## config.mk

```make
export PLATFORM = sky130hd
export DESIGN_NAME = dma_cmpl_stat
export DESIGN_NICKNAME = d
export VERILOG_FILES = /design/src/rtl/dma_cs_pkg.sv /design/src/rtl/dma_cs_evt.sv /design/src/rtl/dma_cs_flags.sv /design/src/rtl/dma_cs_pos.sv /design/src/rtl/dma_cmpl_stat.sv
export SDC_FILE = /design/constraint.sdc
export NUM_CORES = 1
export LEC_CHECK = 0
export ABC_CLOCK_PERIOD_IN_PS = 1900
export BUFFER_PORTS_ARGS = -buffer_cell sky130_fd_sc_hd__buf_2
export CELL_PAD_IN_SITES_DETAIL_PLACEMENT = 2
export CELL_PAD_IN_SITES_GLOBAL_PLACEMENT = 2
export CORE_ASPECT_RATIO = 1.75
export CORE_MARGIN = 2
export CORE_UTILIZATION = 20
export CTS_BUF_LIST = sky130_fd_sc_hd__clkbuf_8
export DETAILED_ROUTE_END_ITERATION = 8
export PLACE_DENSITY = 0.95
export SLEW_MARGIN = 10
export SYNTH_ARGS = -nofsm -noshare
export SYNTH_HDL_FRONTEND = slang
export SYNTH_SLANG_ARGS = --single-unit
```

## constraint.sdc

```tcl
create_clock -name clk -period 1.9 [get_ports clk]
set_input_delay 0.285 -clock clk [delete_from_list [all_inputs] [get_ports clk]]
set_output_delay 0.285 -clock clk [all_outputs]
set_load 0.05 [all_outputs]
```

## src/rtl/dma_cs_pkg.sv

```systemverilog
package dma_cs_pkg;

  // Flag order used across the block: 0 normal, 1 fault, 2 abort, 3 premature
  localparam int NFLAG   = 4;
  localparam int F_NORM  = 0;
  localparam int F_FAULT = 1;
  localparam int F_ABORT = 2;
  localparam int F_PREM  = 3;
  localparam int EN_TOP  = 25;

  typedef enum logic [1:0] {
    EV_IDLE  = 2'd0,
    EV_FAULT = 2'd1,
    EV_ABORT = 2'd2,
    EV_DONE  = 2'd3
  } ev_kind_t;

  // Register bit where a pending flag lives
  function automatic int pend_pos(input int idx);
    case (idx)
      F_NORM:  return 31;
      F_FAULT: return 30;
      F_ABORT: return 28;
      default: return 27;
    endcase
  endfunction

  // Register bit where an enable lives
  function automatic int en_pos(input int idx);
    return EN_TOP - idx;
  endfunction

  // Priority: fault over abort over completion; nothing while stalled
  function automatic ev_kind_t classify(input logic stalled, input logic fault,
                                        input logic abort, input logic done);
    if (stalled)    return EV_IDLE;
    else if (fault) return EV_FAULT;
    else if (abort) return EV_ABORT;
    else if (done)  return EV_DONE;
    else            return EV_IDLE;
  endfunction

  function automatic logic norm_flag_wanted(input logic en, input logic desc_mark);
    return en | desc_mark;
  endfunction

  function automatic logic is_premature(input logic periph_done, input logic cnt_zero,
                                        input logic cnt_left);
    return periph_done & ~cnt_zero & cnt_left;
  endfunction

endpackage

```

## src/rtl/dma_cs_evt.sv

```systemverilog
module dma_cs_evt
  import dma_cs_pkg::*;
#(
  parameter int CNT_W = 16
) (
  input  logic              clk,
  input  logic              rst_n,
  input  logic              stalled,
  input  logic              norm_en,
  input  logic              cnt_zero,
  input  logic              periph_done,
  input  logic              desc_irq_done,
  input  logic              bad_desc_ptr,
  input  logic              bad_buf_ptr,
  input  logic              abort_req,
  input  logic [CNT_W-1:0]  remaining_cnt,
  output logic              take_fault,
  output logic              take_abort,
  output logic              take_done,
  output logic [NFLAG-1:0]  flag_set
);

  logic     any_fault;
  logic     any_done;
  ev_kind_t ev_kind;

  assign any_fault = bad_desc_ptr | bad_buf_ptr;
  assign any_done  = cnt_zero | periph_done;
  assign ev_kind   = classify(stalled, any_fault, abort_req, any_done);

  assign take_fault = (ev_kind == EV_FAULT);
  assign take_abort = (ev_kind == EV_ABORT);
  assign take_done  = (ev_kind == EV_DONE);

  always_comb begin
    flag_set          = '0;
    flag_set[F_NORM]  = take_done & norm_flag_wanted(norm_en, desc_irq_done);
    flag_set[F_FAULT] = take_fault;
    flag_set[F_ABORT] = take_abort;
    flag_set[F_PREM]  = take_done & is_premature(periph_done, cnt_zero, |remaining_cnt);
  end

  // at most one event class is taken per cycle
  assert_one_event_R11: assert property (@(posedge clk) disable iff (!rst_n)
    $onehot0({take_fault, take_abort, take_done}));

  // nothing is taken while the channel is stalled
  assert_quiet_stall_R8: assert property (@(posedge clk) disable iff (!rst_n)
    stalled |-> (flag_set == '0));

endmodule

```

## src/rtl/dma_cs_flags.sv

```systemverilog
module dma_cs_flags
  import dma_cs_pkg::*;
(
  input  logic              clk,
  input  logic              rst_n,
  input  logic [NFLAG-1:0]  flag_set,
  input  logic              reg_wr,
  input  logic [31:0]       reg_wdata,
  output logic [NFLAG-1:0]  pend,
  output logic [NFLAG-1:0]  en,
  output logic              irq
);

  for (genvar gi = 0; gi < NFLAG; gi++) begin : g_flag
    localparam int PP = pend_pos(gi);
    localparam int EP = en_pos(gi);
    logic clr;

    assign clr = reg_wr & reg_wdata[PP];

    always_ff @(posedge clk) begin
      if (!rst_n) begin
        pend[gi] <= 1'b0;
        en[gi]   <= 1'b0;
      end else begin
        pend[gi] <= (pend[gi] & ~clr) | flag_set[gi];
        if (reg_wr) en[gi] <= reg_wdata[EP];
      end
    end

    // a flag survives any cycle without a matching write-1
    assert_w1c_hold_R2: assert property (@(posedge clk) disable iff (!rst_n)
      (pend[gi] && !(reg_wr && reg_wdata[PP])) |=> pend[gi]);

    // an event always lands, even against a clear
    assert_set_wins_R3: assert property (@(posedge clk) disable iff (!rst_n)
      flag_set[gi] |=> pend[gi]);
  end

  assign irq = |(pend & en);

endmodule

```

## src/rtl/dma_cs_pos.sv

```systemverilog
module dma_cs_pos #(
  parameter int CNT_W = 16
) (
  input  logic              clk,
  input  logic              rst_n,
  input  logic              fault_pend,
  input  logic              take_fault,
  input  logic              take_abort,
  input  logic              take_done,
  input  logic [CNT_W-1:0]  remaining_cnt,
  output logic              ch_stall,
  output logic              ch_retry,
  output logic              ch_advance,
  output logic [CNT_W-1:0]  resume_cnt
);

  logic             fault_prev_q;
  logic             adv_q;
  logic [CNT_W-1:0] resume_q;

  always_ff @(posedge clk) begin
    if (!rst_n) begin
      fault_prev_q <= 1'b0;
      adv_q        <= 1'b0;
      resume_q     <= '0;
    end else begin
      fault_prev_q <= fault_pend;
      adv_q        <= take_abort | take_done;
      if (take_fault) resume_q <= remaining_cnt;
    end
  end

  assign ch_stall   = fault_pend;
  assign ch_retry   = fault_prev_q & ~fault_pend;
  assign ch_advance = adv_q;
  assign resume_cnt = resume_q;

  // a stalled channel never advances
  assert_no_adv_stalled_R8: assert property (@(posedge clk) disable iff (!rst_n)
    ch_stall |-> !ch_advance);

  // the captured count is frozen across a stall
  assert_resume_hold_R8: assert property (@(posedge clk) disable iff (!rst_n)
    ch_stall |=> $stable(resume_cnt));

  // retry only follows a stall
  assert_retry_after_stall_R9: assert property (@(posedge clk) disable iff (!rst_n)
    ch_retry |-> $past(ch_stall));

endmodule

```

## src/rtl/dma_cmpl_stat.sv

```systemverilog
module dma_cmpl_stat
  import dma_cs_pkg::*;
#(
  parameter int CNT_W = 16
) (
  input  logic              clk,
  input  logic              rst_n,
  input  logic              reg_wr,
  input  logic [31:0]       reg_wdata,
  output logic [31:0]       reg_rdata,
  input  logic              cnt_zero,
  input  logic              periph_done,
  input  logic              desc_irq_done,
  input  logic              bad_desc_ptr,
  input  logic              bad_buf_ptr,
  input  logic              abort_req,
  input  logic [CNT_W-1:0]  remaining_cnt,
  output logic              irq,
  output logic              ch_stall,
  output logic              ch_retry,
  output logic              ch_advance,
  output logic [CNT_W-1:0]  resume_cnt
);

  localparam int LOW_FREE = EN_TOP - NFLAG + 1;

  logic [NFLAG-1:0] flag_set;
  logic [NFLAG-1:0] pend;
  logic [NFLAG-1:0] en;
  logic             take_fault;
  logic             take_abort;
  logic             take_done;

  initial begin
    if (CNT_W > LOW_FREE || CNT_W < 1)
      $error("CNT_W must fit below the enable field");
  end

  dma_cs_evt #(.CNT_W(CNT_W)) u_evt (
    .clk           (clk),
    .rst_n         (rst_n),
    .stalled       (pend[F_FAULT]),
    .norm_en       (en[F_NORM]),
    .cnt_zero      (cnt_zero),
    .periph_done   (periph_done),
    .desc_irq_done (desc_irq_done),
    .bad_desc_ptr  (bad_desc_ptr),
    .bad_buf_ptr   (bad_buf_ptr),
    .abort_req     (abort_req),
    .remaining_cnt (remaining_cnt),
    .take_fault    (take_fault),
    .take_abort    (take_abort),
    .take_done     (take_done),
    .flag_set      (flag_set)
  );

  dma_cs_flags u_flags (
    .clk       (clk),
    .rst_n     (rst_n),
    .flag_set  (flag_set),
    .reg_wr    (reg_wr),
    .reg_wdata (reg_wdata),
    .pend      (pend),
    .en        (en),
    .irq       (irq)
  );

  dma_cs_pos #(.CNT_W(CNT_W)) u_pos (
    .clk           (clk),
    .rst_n         (rst_n),
    .fault_pend    (pend[F_FAULT]),
    .take_fault    (take_fault),
    .take_abort    (take_abort),
    .take_done     (take_done),
    .remaining_cnt (remaining_cnt),
    .ch_stall      (ch_stall),
    .ch_retry      (ch_retry),
    .ch_advance    (ch_advance),
    .resume_cnt    (resume_cnt)
  );

  always_comb begin
    reg_rdata = '0;
    reg_rdata[CNT_W-1:0] = resume_cnt;
    for (int i = 0; i < NFLAG; i++) begin
      reg_rdata[pend_pos(i)] = pend[i];
      reg_rdata[en_pos(i)]   = en[i];
    end
  end

  // a taken fault stalls the channel on the next cycle
  assert_fault_stalls_R7: assert property (@(posedge clk) disable iff (!rst_n)
    take_fault |=> ch_stall);

  // a fault never produces an advance
  assert_fault_no_adv_R7: assert property (@(posedge clk) disable iff (!rst_n)
    take_fault |=> !ch_advance);

endmodule

```

==> results.json <==
{
  "die_y_um": 109,
  "clock.fmax_ghz": 0.655,
  "antenna_found_initial": 0,
  "start_kind": "flip-flop",
  "final_layout_size_suffix_gt1_frac": 0.412,
  "cts_tree": "yes",
  "timing.setup.tns_ps": 0,
  "p_switching_uw": 537,
  "fp-row-count": 38,
  "report.final.slew_viol_count": 0,
  "dpl.cell_count": 276,
  "layout_setup_ws_ps": 372,
  "fin_nets": 258,
  "n_antenna_cell": 0,
  "critPathArrivalTime_ps": 1240,
  "cts-root-buf": "clkbuf_8",
  "clk_latency_ps": 270,
  "cts_setup_buffers": 0,
  "drc": 0,
  "status": "finished clean",
  "p_per_area_nw_per_um2": 865,
  "dp_hpwl_mm": 3.16,
  "grt-ovfl-total": 0,
  "cts_hold_buf": 0,
  "tightest_slew_ps": 711,
  "final_cell_mix": "buf_2 (76), nand2_1 (37), dfxtp_1 (26), a21boi_1 (10), conb_1 (8)",
  "grt_pass1_wl_mm": 5.92,
  "maxCapViolations": 0,
  "switching_share": 0.396,
  "gp_congestion": 0.735,
  "drt_pre_antenna_iters": 4,
  "max_slew_margin": 0.525,
  "final_cells": 279,
  "cp-end-kind": "output port",
  "chipWidth_um": 63.9,
  "htree_levels": 1,
  "grt_use_met3": 0.00310,
  "syn_area_sq_um": 1250,
  "p_int_uw": 820,
  "grt_use_total": 0.111,
  "hold_violations": 0,
  "avgSynthCellArea_sq_um": 8.65,
  "syn2layout_area_growth_pct": 25.1,
  "cp_data_required_time_ps": 1620,
  "ir_drop_mv": 0.243,
  "yosysWarnings": 0,
  "hp-class": "in -> reg",
  "postSynthCellCount": 145,
  "ctsResizeCount": 0,
  "clkSlewWorstSetupHoldPaths_ps": 90,
  "start_util": 0.204,
  "p_leak_uw": 0.000794,
  "clock_sinks": 26,
  "power.share.combinational": 0.321,
  "grt_max_degree": 28,
  "whs_ps": 253,
  "busiest_layer": "met2",
  "power.share.clock": 0.234,
  "clock-skew-final_ps": 4.63,
  "grt_pass1_vias": 1214,
  "via_per_inst": 4.27,
  "final_common_cell": "buf_2",
  "synth_cell_types": 25,
  "seq_area_frac_synth": 0.415,
  "postRouteAntennaNets": 0,
  "synth-seq-cells": 26,
  "drt_iter0_drc": 20,
  "io_pins": 109,
  "setup_viol": 0,
  "cts_buffers": 3,
  "die-area_sq_um": 6940,
  "dp_slack_ps": 425,
  "vias": 1192,
  "final_core_util": 0.256,
  "critPathMaxFanout": 9,
  "use_met1": 0.113,
  "wl_per_cell_um": 14.0,
  "rsz0062_at_grt": "no",
  "pwr-share-seq": 0.445,
  "min_period_over_period": 0.804,
  "routed_wl_mm": 3.90,
  "criticalPathCategory": "reg -> out",
  "port_buffers": 76,
  "core-area_sq_um": 6130,
  "fin_crit_ps": 1530,
  "met2_usage": 0.228,
  "clockBufferDepth": 2
}
cell usage after synthesis:
master	n	area (sq um)
nor3_2	1	10.0
o21ai_1	1	5.00
a22oi_1	3	22.5
buf_6	1	11.3
a32oi_1	1	8.76
nor2_1	2	7.51
nand2_1	37	139
conb_1	1	3.75
clkbuf_1	3	11.3
and2_1	1	6.26
o22a_1	1	8.76
nor2b_1	7	43.8
nand3_1	2	10.0
nor4_1	4	25.0
mux2i_1	4	40.0
buf_4	28	210
inv_1	1	3.75
o21ba_2	1	10.0
nand4_1	1	6.26
and4_1	1	8.76
o311a_1	1	10.0
a21boi_1	10	75.1
dfxtp_1	26	521
a21boi_0	6	45.0
o21bai_2	1	11.3
power by group through the flow:
stage / registers (uW) / logic (uW) / clock network, uW
2_1_floorplan: 721 / 267 / 0
3_3_place_gp: 615 / 433 / 0
3_5_place_dp: 618 / 441 / 0
4_1_cts: 605 / 441 / 339
5_1_grt: 610 / 461 / 360
6_report: 603 / 436 / 318
kinds of logic (layout without fill, tap and decap cells):
group,count (synthesis),count (layout),share of synthesized area
other,1,8,0.00299
AOI/OAI and AO/OA,25,25,0.157
muxes,4,4,0.0319
DFF,26,26,0.415
buffers and inverters,33,80,0.189
and+or+nand+nor,56,56,0.205
final cells by class:
class                           instances  area [sq um]
Sequential cell                        26           520
Fill cell                             744          4560
Multi-Input combinational cell         93           523
Tap cell                               80           100
Timing Repair Buffer                   76           380
Clock buffer                            3          41.3
Inverter                                1          3.75
final timing paths:
kind                       startpoint                    to  slack (ps)  cells past startpoint
hold / removal      remaining_cnt[15]  u_pos.resume_cnt[15]         250                      3
setup reg to reg      u_flags.pend[1]   u_pos.resume_cnt[4]         650                      3
setup / recovery      u_flags.pend[1]                   irq         370                      3
hold reg to reg   u_pos.resume_cnt[0]   u_pos.resume_cnt[0]         480                      2
layer usage:
metal,share of wire,up-vias
met2,0.59,46
met5,0,-
met4,0.019,0
met1,0.35,587
met3,0.031,4
li1,-,555
metrics by stage:
step | cell area, sq um | power (uW)
after CTS | 1570 | 1390
after global placement | 1530 | 1050
after detailed placement | 1530 | 1060
after global routing | 1570 | 1430
after floorplan | 1280 | 988
final | 1570 | 1360
registers in the layout (all words and copies together) (netlist names):
register	count
u_flags.pend	4
u_pos.resume_cnt	16
u_pos.ch_advance	1
u_pos.fault_prev_q	1
u_flags.en	4
worst max-delay path: stages, from the launching register on:
cell and delay [ps]:
dfxtp_1 480, a22oi_1 150, nand2_1 80, buf_2 260
Power figures use the tool's default switching activity.
